--- src/rtl/srx_pkg.sv ---
package srx_pkg;

    typedef enum logic [2:0] {
        RX_IDLE,
        RX_START,
        RX_DATA,
        RX_PARITY,
        RX_STOP,
        RX_STOP2
    } rx_state_e;

    localparam int NFLAGS   = 4;
    localparam int FLAG_FUL = 0;
    localparam int FLAG_OVR = 1;
    localparam int FLAG_FRM = 2;
    localparam int FLAG_PAR = 3;

endpackage

--- src/rtl/srx_sync.sv ---
module srx_sync #(
    parameter int STAGES = 2
) (
    input  logic clk,
    input  logic rst_n,
    input  logic din,
    output logic dout
);
    logic [STAGES-1:0] pipe_q;

    always_ff @(posedge clk or negedge rst_n) begin
        if (!rst_n) begin
            pipe_q <= '1;
        end else begin
            pipe_q <= {pipe_q[STAGES-2:0], din};
        end
    end

    assign dout = pipe_q[STAGES-1];
endmodule

--- src/rtl/srx_frame_fsm.sv ---
module srx_frame_fsm
    import srx_pkg::*;
#(
    parameter int DATA_W = 8,
    parameter int OVS    = 16
) (
    input  logic              clk,
    input  logic              rst_n,
    input  logic              tick,
    input  logic              rx_s,
    input  logic              cfg_par_en,
    input  logic              cfg_par_odd,
    input  logic              cfg_two_stop,
    input  logic              cfg_short,
    input  logic              hold,
    output logic              busy_o,
    output logic              done_o,
    output logic [DATA_W-1:0] done_data_o,
    output logic              done_par_o,
    output logic              done_frm_o
);
    localparam int CNT_W = $clog2(OVS);
    localparam int IDX_W = (DATA_W > 1) ? $clog2(DATA_W) : 1;
    localparam logic [CNT_W-1:0] MID_CNT   = CNT_W'(OVS / 2 - 1);
    localparam logic [CNT_W-1:0] END_CNT   = CNT_W'(OVS - 1);
    localparam logic [IDX_W-1:0] IDX_LONG  = IDX_W'(DATA_W - 1);
    localparam logic [IDX_W-1:0] IDX_SHORT = IDX_W'(DATA_W - 2);

    rx_state_e         state_q, state_d;
    logic [CNT_W-1:0]  os_cnt_q;
    logic [IDX_W-1:0]  bit_idx_q;
    logic [DATA_W-1:0] shift_q;
    logic              ones_q;
    logic [IDX_W-1:0]  last_idx;
    logic              bit_mid;
    logic              start_mid;
    logic              last_bit;
    logic [CNT_W-1:0]  cnt_next;

    assign last_idx  = cfg_short ? IDX_SHORT : IDX_LONG;
    assign bit_mid   = tick && (os_cnt_q == END_CNT);
    assign start_mid = tick && (os_cnt_q == MID_CNT);
    assign last_bit  = (bit_idx_q == last_idx);
    assign cnt_next  = (os_cnt_q == END_CNT) ? '0 : os_cnt_q + 1'b1;
    assign busy_o    = (state_q != RX_IDLE);

    // state register
    always_ff @(posedge clk or negedge rst_n) begin
        if (!rst_n) begin
            state_q <= RX_IDLE;
        end else begin
            state_q <= state_d;
        end
    end

    // transitions
    always_comb begin
        state_d = state_q;
        unique case (state_q)
            RX_IDLE:   if (tick && !rx_s && !hold) state_d = RX_START;
            RX_START:  if (start_mid) state_d = rx_s ? RX_IDLE : RX_DATA;
            RX_DATA:   if (bit_mid && last_bit)
                           state_d = cfg_par_en ? RX_PARITY : RX_STOP;
            RX_PARITY: if (bit_mid) state_d = RX_STOP;
            RX_STOP:   if (bit_mid) state_d = cfg_two_stop ? RX_STOP2 : RX_IDLE;
            RX_STOP2:  if (bit_mid) state_d = RX_IDLE;
            default:   state_d = RX_IDLE;
        endcase
    end

    // datapath and outputs
    always_ff @(posedge clk or negedge rst_n) begin
        if (!rst_n) begin
            os_cnt_q    <= '0;
            bit_idx_q   <= '0;
            shift_q     <= '0;
            ones_q      <= 1'b0;
            done_o      <= 1'b0;
            done_data_o <= '0;
            done_par_o  <= 1'b0;
            done_frm_o  <= 1'b0;
        end else begin
            done_o <= 1'b0;
            unique case (state_q)
                RX_IDLE: begin
                    os_cnt_q <= '0;
                end
                RX_START: begin
                    if (start_mid) begin
                        os_cnt_q  <= '0;
                        bit_idx_q <= '0;
                        shift_q   <= '0;
                        ones_q    <= 1'b0;
                    end else if (tick) begin
                        os_cnt_q <= os_cnt_q + 1'b1;
                    end
                end
                RX_DATA: begin
                    if (tick) os_cnt_q <= cnt_next;
                    if (bit_mid) begin
                        shift_q[bit_idx_q] <= rx_s;
                        ones_q             <= ones_q ^ rx_s;
                        bit_idx_q          <= bit_idx_q + 1'b1;
                    end
                end
                RX_PARITY: begin
                    if (tick) os_cnt_q <= cnt_next;
                    if (bit_mid) ones_q <= ones_q ^ rx_s;
                end
                RX_STOP: begin
                    if (tick) os_cnt_q <= cnt_next;
                    if (bit_mid) begin
                        done_o      <= 1'b1;
                        done_data_o <= shift_q;
                        done_frm_o  <= !rx_s;
                        done_par_o  <= cfg_par_en && (ones_q != cfg_par_odd);
                    end
                end
                RX_STOP2: begin
                    if (tick) os_cnt_q <= cnt_next;
                end
                default: os_cnt_q <= '0;
            endcase
        end
    end
endmodule

--- src/rtl/srx_status.sv ---
module srx_status
    import srx_pkg::*;
#(
    parameter int DATA_W = 8
) (
    input  logic              clk,
    input  logic              rst_n,
    input  logic              commit,
    input  logic [DATA_W-1:0] commit_data,
    input  logic              commit_par,
    input  logic              commit_frm,
    input  logic              sw_we,
    input  logic [NFLAGS-1:0] sw_wmask,
    input  logic [NFLAGS-1:0] sw_wdata,
    input  logic              irq_en,
    output logic [DATA_W-1:0] data_o,
    output logic [NFLAGS-1:0] flags_o,
    output logic              err_any_o,
    output logic              irq_full_o,
    output logic              irq_err_o
);
    logic [NFLAGS-1:0] flags_q, flags_d;
    logic [DATA_W-1:0] data_q, data_d;
    logic              overrun;

    assign overrun = flags_q[FLAG_FUL];

    always_comb begin
        flags_d = flags_q;
        data_d  = data_q;
        if (sw_we) begin
            for (int i = 0; i < NFLAGS; i++) begin
                if (sw_wmask[i] && !sw_wdata[i]) flags_d[i] = 1'b0;
            end
        end
        if (commit) begin
            if (overrun) flags_d[FLAG_OVR] = 1'b1;
            else         data_d = commit_data;
            if (commit_par) flags_d[FLAG_PAR] = 1'b1;
            if (commit_frm) flags_d[FLAG_FRM] = 1'b1;
            if (!overrun && !commit_par && !commit_frm) flags_d[FLAG_FUL] = 1'b1;
        end
    end

    always_ff @(posedge clk or negedge rst_n) begin
        if (!rst_n) begin
            flags_q <= '0;
            data_q  <= '0;
        end else begin
            flags_q <= flags_d;
            data_q  <= data_d;
        end
    end

    assign data_o     = data_q;
    assign flags_o    = flags_q;
    assign err_any_o  = flags_q[FLAG_OVR] | flags_q[FLAG_FRM] | flags_q[FLAG_PAR];
    assign irq_full_o = irq_en & flags_q[FLAG_FUL];
    assign irq_err_o  = irq_en & err_any_o;
endmodule

--- src/rtl/serial_rx_core.sv ---
module serial_rx_core
    import srx_pkg::*;
#(
    parameter int DATA_W      = 8,
    parameter int OVS         = 16,
    parameter int SYNC_STAGES = 2
) (
    input  logic              clk,
    input  logic              rst_n,
    input  logic              rx_in,
    input  logic              baud_tick,
    input  logic              cfg_parity_en,
    input  logic              cfg_parity_odd,
    input  logic              cfg_two_stop,
    input  logic              cfg_short_char,
    input  logic              irq_en,
    input  logic              sw_we,
    input  logic [3:0]        sw_wmask,
    input  logic [3:0]        sw_wdata,
    output logic [DATA_W-1:0] rx_data,
    output logic              flag_full,
    output logic              flag_overrun,
    output logic              flag_framing,
    output logic              flag_parity,
    output logic              irq_full,
    output logic              irq_err
);
    logic              rx_s;
    logic              commit;
    logic [DATA_W-1:0] commit_data;
    logic              commit_par;
    logic              commit_frm;
    logic              err_any;
    logic              frame_busy;
    logic [NFLAGS-1:0] flags;

    srx_sync #(.STAGES(SYNC_STAGES)) u_sync (
        .clk  (clk),
        .rst_n(rst_n),
        .din  (rx_in),
        .dout (rx_s)
    );

    srx_frame_fsm #(.DATA_W(DATA_W), .OVS(OVS)) u_fsm (
        .clk         (clk),
        .rst_n       (rst_n),
        .tick        (baud_tick),
        .rx_s        (rx_s),
        .cfg_par_en  (cfg_parity_en),
        .cfg_par_odd (cfg_parity_odd),
        .cfg_two_stop(cfg_two_stop),
        .cfg_short   (cfg_short_char),
        .hold        (err_any | commit),
        .busy_o      (frame_busy),
        .done_o      (commit),
        .done_data_o (commit_data),
        .done_par_o  (commit_par),
        .done_frm_o  (commit_frm)
    );

    srx_status #(.DATA_W(DATA_W)) u_status (
        .clk        (clk),
        .rst_n      (rst_n),
        .commit     (commit),
        .commit_data(commit_data),
        .commit_par (commit_par),
        .commit_frm (commit_frm),
        .sw_we      (sw_we),
        .sw_wmask   (sw_wmask),
        .sw_wdata   (sw_wdata),
        .irq_en     (irq_en),
        .data_o     (rx_data),
        .flags_o    (flags),
        .err_any_o  (err_any),
        .irq_full_o (irq_full),
        .irq_err_o  (irq_err)
    );

    assign flag_full    = flags[FLAG_FUL];
    assign flag_overrun = flags[FLAG_OVR];
    assign flag_framing = flags[FLAG_FRM];
    assign flag_parity  = flags[FLAG_PAR];
endmodule

--- config.mk ---
export PLATFORM = sky130hd
export DESIGN_NAME = serial_rx_core
export DESIGN_NICKNAME = d
export VERILOG_FILES = /design/src/rtl/srx_pkg.sv /design/src/rtl/srx_sync.sv /design/src/rtl/srx_frame_fsm.sv /design/src/rtl/srx_status.sv /design/src/rtl/serial_rx_core.sv
export SDC_FILE = /design/constraint.sdc
export NUM_CORES = 1
export LEC_CHECK = 0
export CELL_PAD_IN_SITES_DETAIL_PLACEMENT = 0
export CELL_PAD_IN_SITES_GLOBAL_PLACEMENT = 1
export CORE_ASPECT_RATIO = 0.9
export CORE_MARGIN = 2
export CORE_UTILIZATION = 45
export DETAILED_ROUTE_END_ITERATION = 10
export PLACE_DENSITY_LB_ADDON = 0.1
export SYNTH_ARGS = -nofsm -noshare
export SYNTH_HDL_FRONTEND = slang
export SYNTH_SLANG_ARGS = --single-unit
--- constraint.sdc ---
create_clock -name clk -period 4.6 [get_ports clk]
set_input_delay 0.92 -clock clk [delete_from_list [all_inputs] [get_ports clk]]
set_output_delay 0.92 -clock clk [all_outputs]
set_load 0.05 [all_outputs]
==> flow_summary.toml <==
[outcome]
status = "finished, final reports clean"

[placed_design]
port_buffers = 31
post_dp_cell_area_um2 = 2411
hpwlAfterDp_mm = 2.889
post-place-cells = 270
gp_congestion = 0.8090

[timing]
fin_crit_ns = 3.234
rsz0062_at_grt = "no"
worst_pin_slew_ns = 0.9442
period_share_pct = 70.31
hold_viol_final = 0
skew_ns = 0.009637
timing.fmax_mhz = 309.2
maxSlewHeadroom_pct = 37.06
setup_viol = 0
drv_slew = 0
finalSetupTns_ns = 0

[drt]
final_antenna_net_count = 0
drc = 0
via_per_inst = 5.388
drt_iter0_markers = 55
drt_wl_total_mm = 3.980
drtPass1Iterations = 4
vias = 1498
wl_per_cell_um = 14.32

[layout]
area_growth_pct = 22.30
design_area_um2 = 2532
n_antenna_cell = 0
drive_gt1_share_pct = 9.259
final_common_cell = "dfrtp_1"
layout.cells.non_filler = 278
num-nets-final = 235
layout_common_cells = "dfrtp_1, clkdlybuf4s50_1, nand2_1, mux2_1, nor2_1"

[setup_path]
cp_data_arrival_time_ns = 2.31
critPathMaxFanout = 2
cp_cell_sequence = "clkdlybuf4s50_1, nor2b_1, clkdlybuf4s50_1"
critPathKind = "in -> out"
slowest_stage = "clkdlybuf4s50_1"
cp-end-kind = "output port"
cp_slowest_stage_delay_ns = 0.80
cp-start-kind = "input pin"
crit_required_ns = 3.68
cpMostUsedCell = "clkdlybuf4s50_1"

[power_and_ir_drop]
clkPwrFrac_pct = 31.8
p_comb_share_pct = 18.3
power.internal_w = 0.0006848
power_density_nw_per_um2 = 383.2
seq_power_share_pct = 49.9
ir_drop_uv = 395.8
power_switching_w = 0.0002856
switching_share_pct = 29.43
p_leak_nw = 1.116

[global_route]
grt_pass1_vias = 1424
overflow = 0
grt_max_degree = 45
grt_pass1_wl_mm = 6.499
grt.total_usage_pct = 17.16
antenna_found_initial = 0

[clock_network]
postCtsSetupBuffers = 0
h-tree-depth = 2
clk_latency_ns = 0.30
ctsHoldBuffers = 0
cts_tree = "built"
clk_pin_slew_worst_paths_ns = 0.09
clock-root-buffer = "clkbuf_8"
clock_path_buffers = 2
cts.repair.resized = 0
cts_buffers = 5
clock-sinks = 44

[die]
die_h_um = 68.36
ios = 32
fp.dieArea_um2 = 5161
die_x_um = 75.51
start_util_pct = 46.73
rows = 23
coreArea_um2 = 4432

[synthesis]
ys.flop_type = "dfrtp_1"
synth_area_um2 = 2071
ys_ff_latch = 44
syn-mean-instance-area_um2 = 11.13
netlist_instances = 186
yosysSeqAreaShare_pct = 53.29
synth_fp_nets = 206
yosysUniqueCellTypes = 44
synthArstFlopShare_pct = 100.0
synth_edf_count = 0
ys_warn_count = 0

[min_path]
hold_class = "reg -> reg"

[flow_run]
maxCapViolCount = 0
==> synth_stat cells (4+ instances only) <==
cell      count  share of area, %
mux2_1       17               9.2
o311ai_1      4               1.7
mux2i_1       4               1.9
nand2_1      21               3.8
nor2_1       14               2.5
nand3_1       4              0.97
o41ai_1       5               2.1
dfrtp_1      42                51
o21ai_1       5               1.2
a21oi_1       5               1.2
nand2b_1      4               1.2
o21ai_0       4              0.97
clkbuf_1      7               1.3
==> cell type report <==
cell class                      instances  area [µm²]
Fill cell                             417        1899
Sequential cell                        44        1104
Multi-Input combinational cell        129       909.6
Timing Repair Buffer                   31       305.3
Clock buffer                            6       82.58
Tap cell                               62       77.57
Clock inverter                          2       38.79
Inverter                                4       15.01
==> flip-flops by register name (all words and copies together) (netlist names) <==
register / cells
u_fsm.bit_idx_q: 3
u_fsm.done_data_o: 8
u_fsm.done_frm_o: 1
u_fsm.done_o: 1
u_fsm.done_par_o: 1
u_fsm.ones_q: 1
u_fsm.os_cnt_q: 4
u_fsm.shift_q: 8
u_fsm.state_q: 3
u_status.data_o: 8
u_status.flags_o: 4
u_sync.pipe_q: 2
==> through the flow <==
stage               utilization (%)   power, W  worst slack [ns]  hold slack [ns]
floorplan                         -  0.0006161             2.053           0.3452
global placement              54.40  0.0006616             1.372           0.3494
detailed placement            54.40  0.0006687             1.356           0.3551
CTS                           57.14  0.0009786             1.354           0.3675
global route                  57.14   0.001020             1.304           0.3703
finish                        57.14  0.0009703             1.366           0.3640
==> worst max-delay path, delay by kind of cell <==
family,cells,cell delay [ns]
buf+inv,2,1.27
simple gates,1,0.12
==> routing by layer <==
metal  track usage [%]  share of wire [%]  vias to the layer above  routed length (µm)
met5                 0                  0                        -                   0
met1             21.57                 47                      731                1851
met3             4.860                4.6                        2                 183
li1                  -                  -                      727                   -
met4             7.237               0.63                        0                  25
met2             27.72                 48                       38                1921
==> worst paths after layout <==
path / startpoint / endpoint / slack [ns] / cells past startpoint
worst max-delay path: irq_en / irq_err / 1.37 / 3
worst min-delay path: u_sync.pipe_q[0] / u_sync.pipe_q[1] / 0.36 / 0
worst max register to register: u_fsm.state_q[1] / u_fsm.shift_q[5] / 2.38 / 5
worst min register to register: u_sync.pipe_q[0] / u_sync.pipe_q[1] / 0.36 / 0
max in group asynchronous: rst_n / u_status.flags_o[1] / 3.25 / 1
min in group asynchronous: rst_n / u_fsm.shift_q[3] / 0.77 / 1
==> cells by family (layout without fill, tap and decap cells) <==
family | Yosys count | after routing | synth area share [%]
AND/OR/NAND/NOR | 63 | 63 | 15.89
buffers and inverters | 13 | 43 | 2.779
adder cells (fa/ha/maj) | 2 | 2 | 1.208
XOR/XNOR | 6 | 6 | 2.538
AO/OA/AOI/OAI | 36 | 36 | 12.57
multiplexers | 22 | 22 | 11.72
flip-flops | 44 | 44 | 53.29
==> power groups by stage <==
stage / Sequential [W] / Clock [W] / Combinational, W
4_1_cts: 0.000483 / 0.000316 / 0.000180
6_report: 0.000484 / 0.000308 / 0.000178
3_5_place_dp: 0.000491 / 0 / 0.000178
3_3_place_gp: 0.000488 / 0 / 0.000174
5_1_grt: 0.000492 / 0.000332 / 0.000197
2_1_floorplan: 0.000447 / 0 / 0.000169
(Power assumes the default switching activity.)
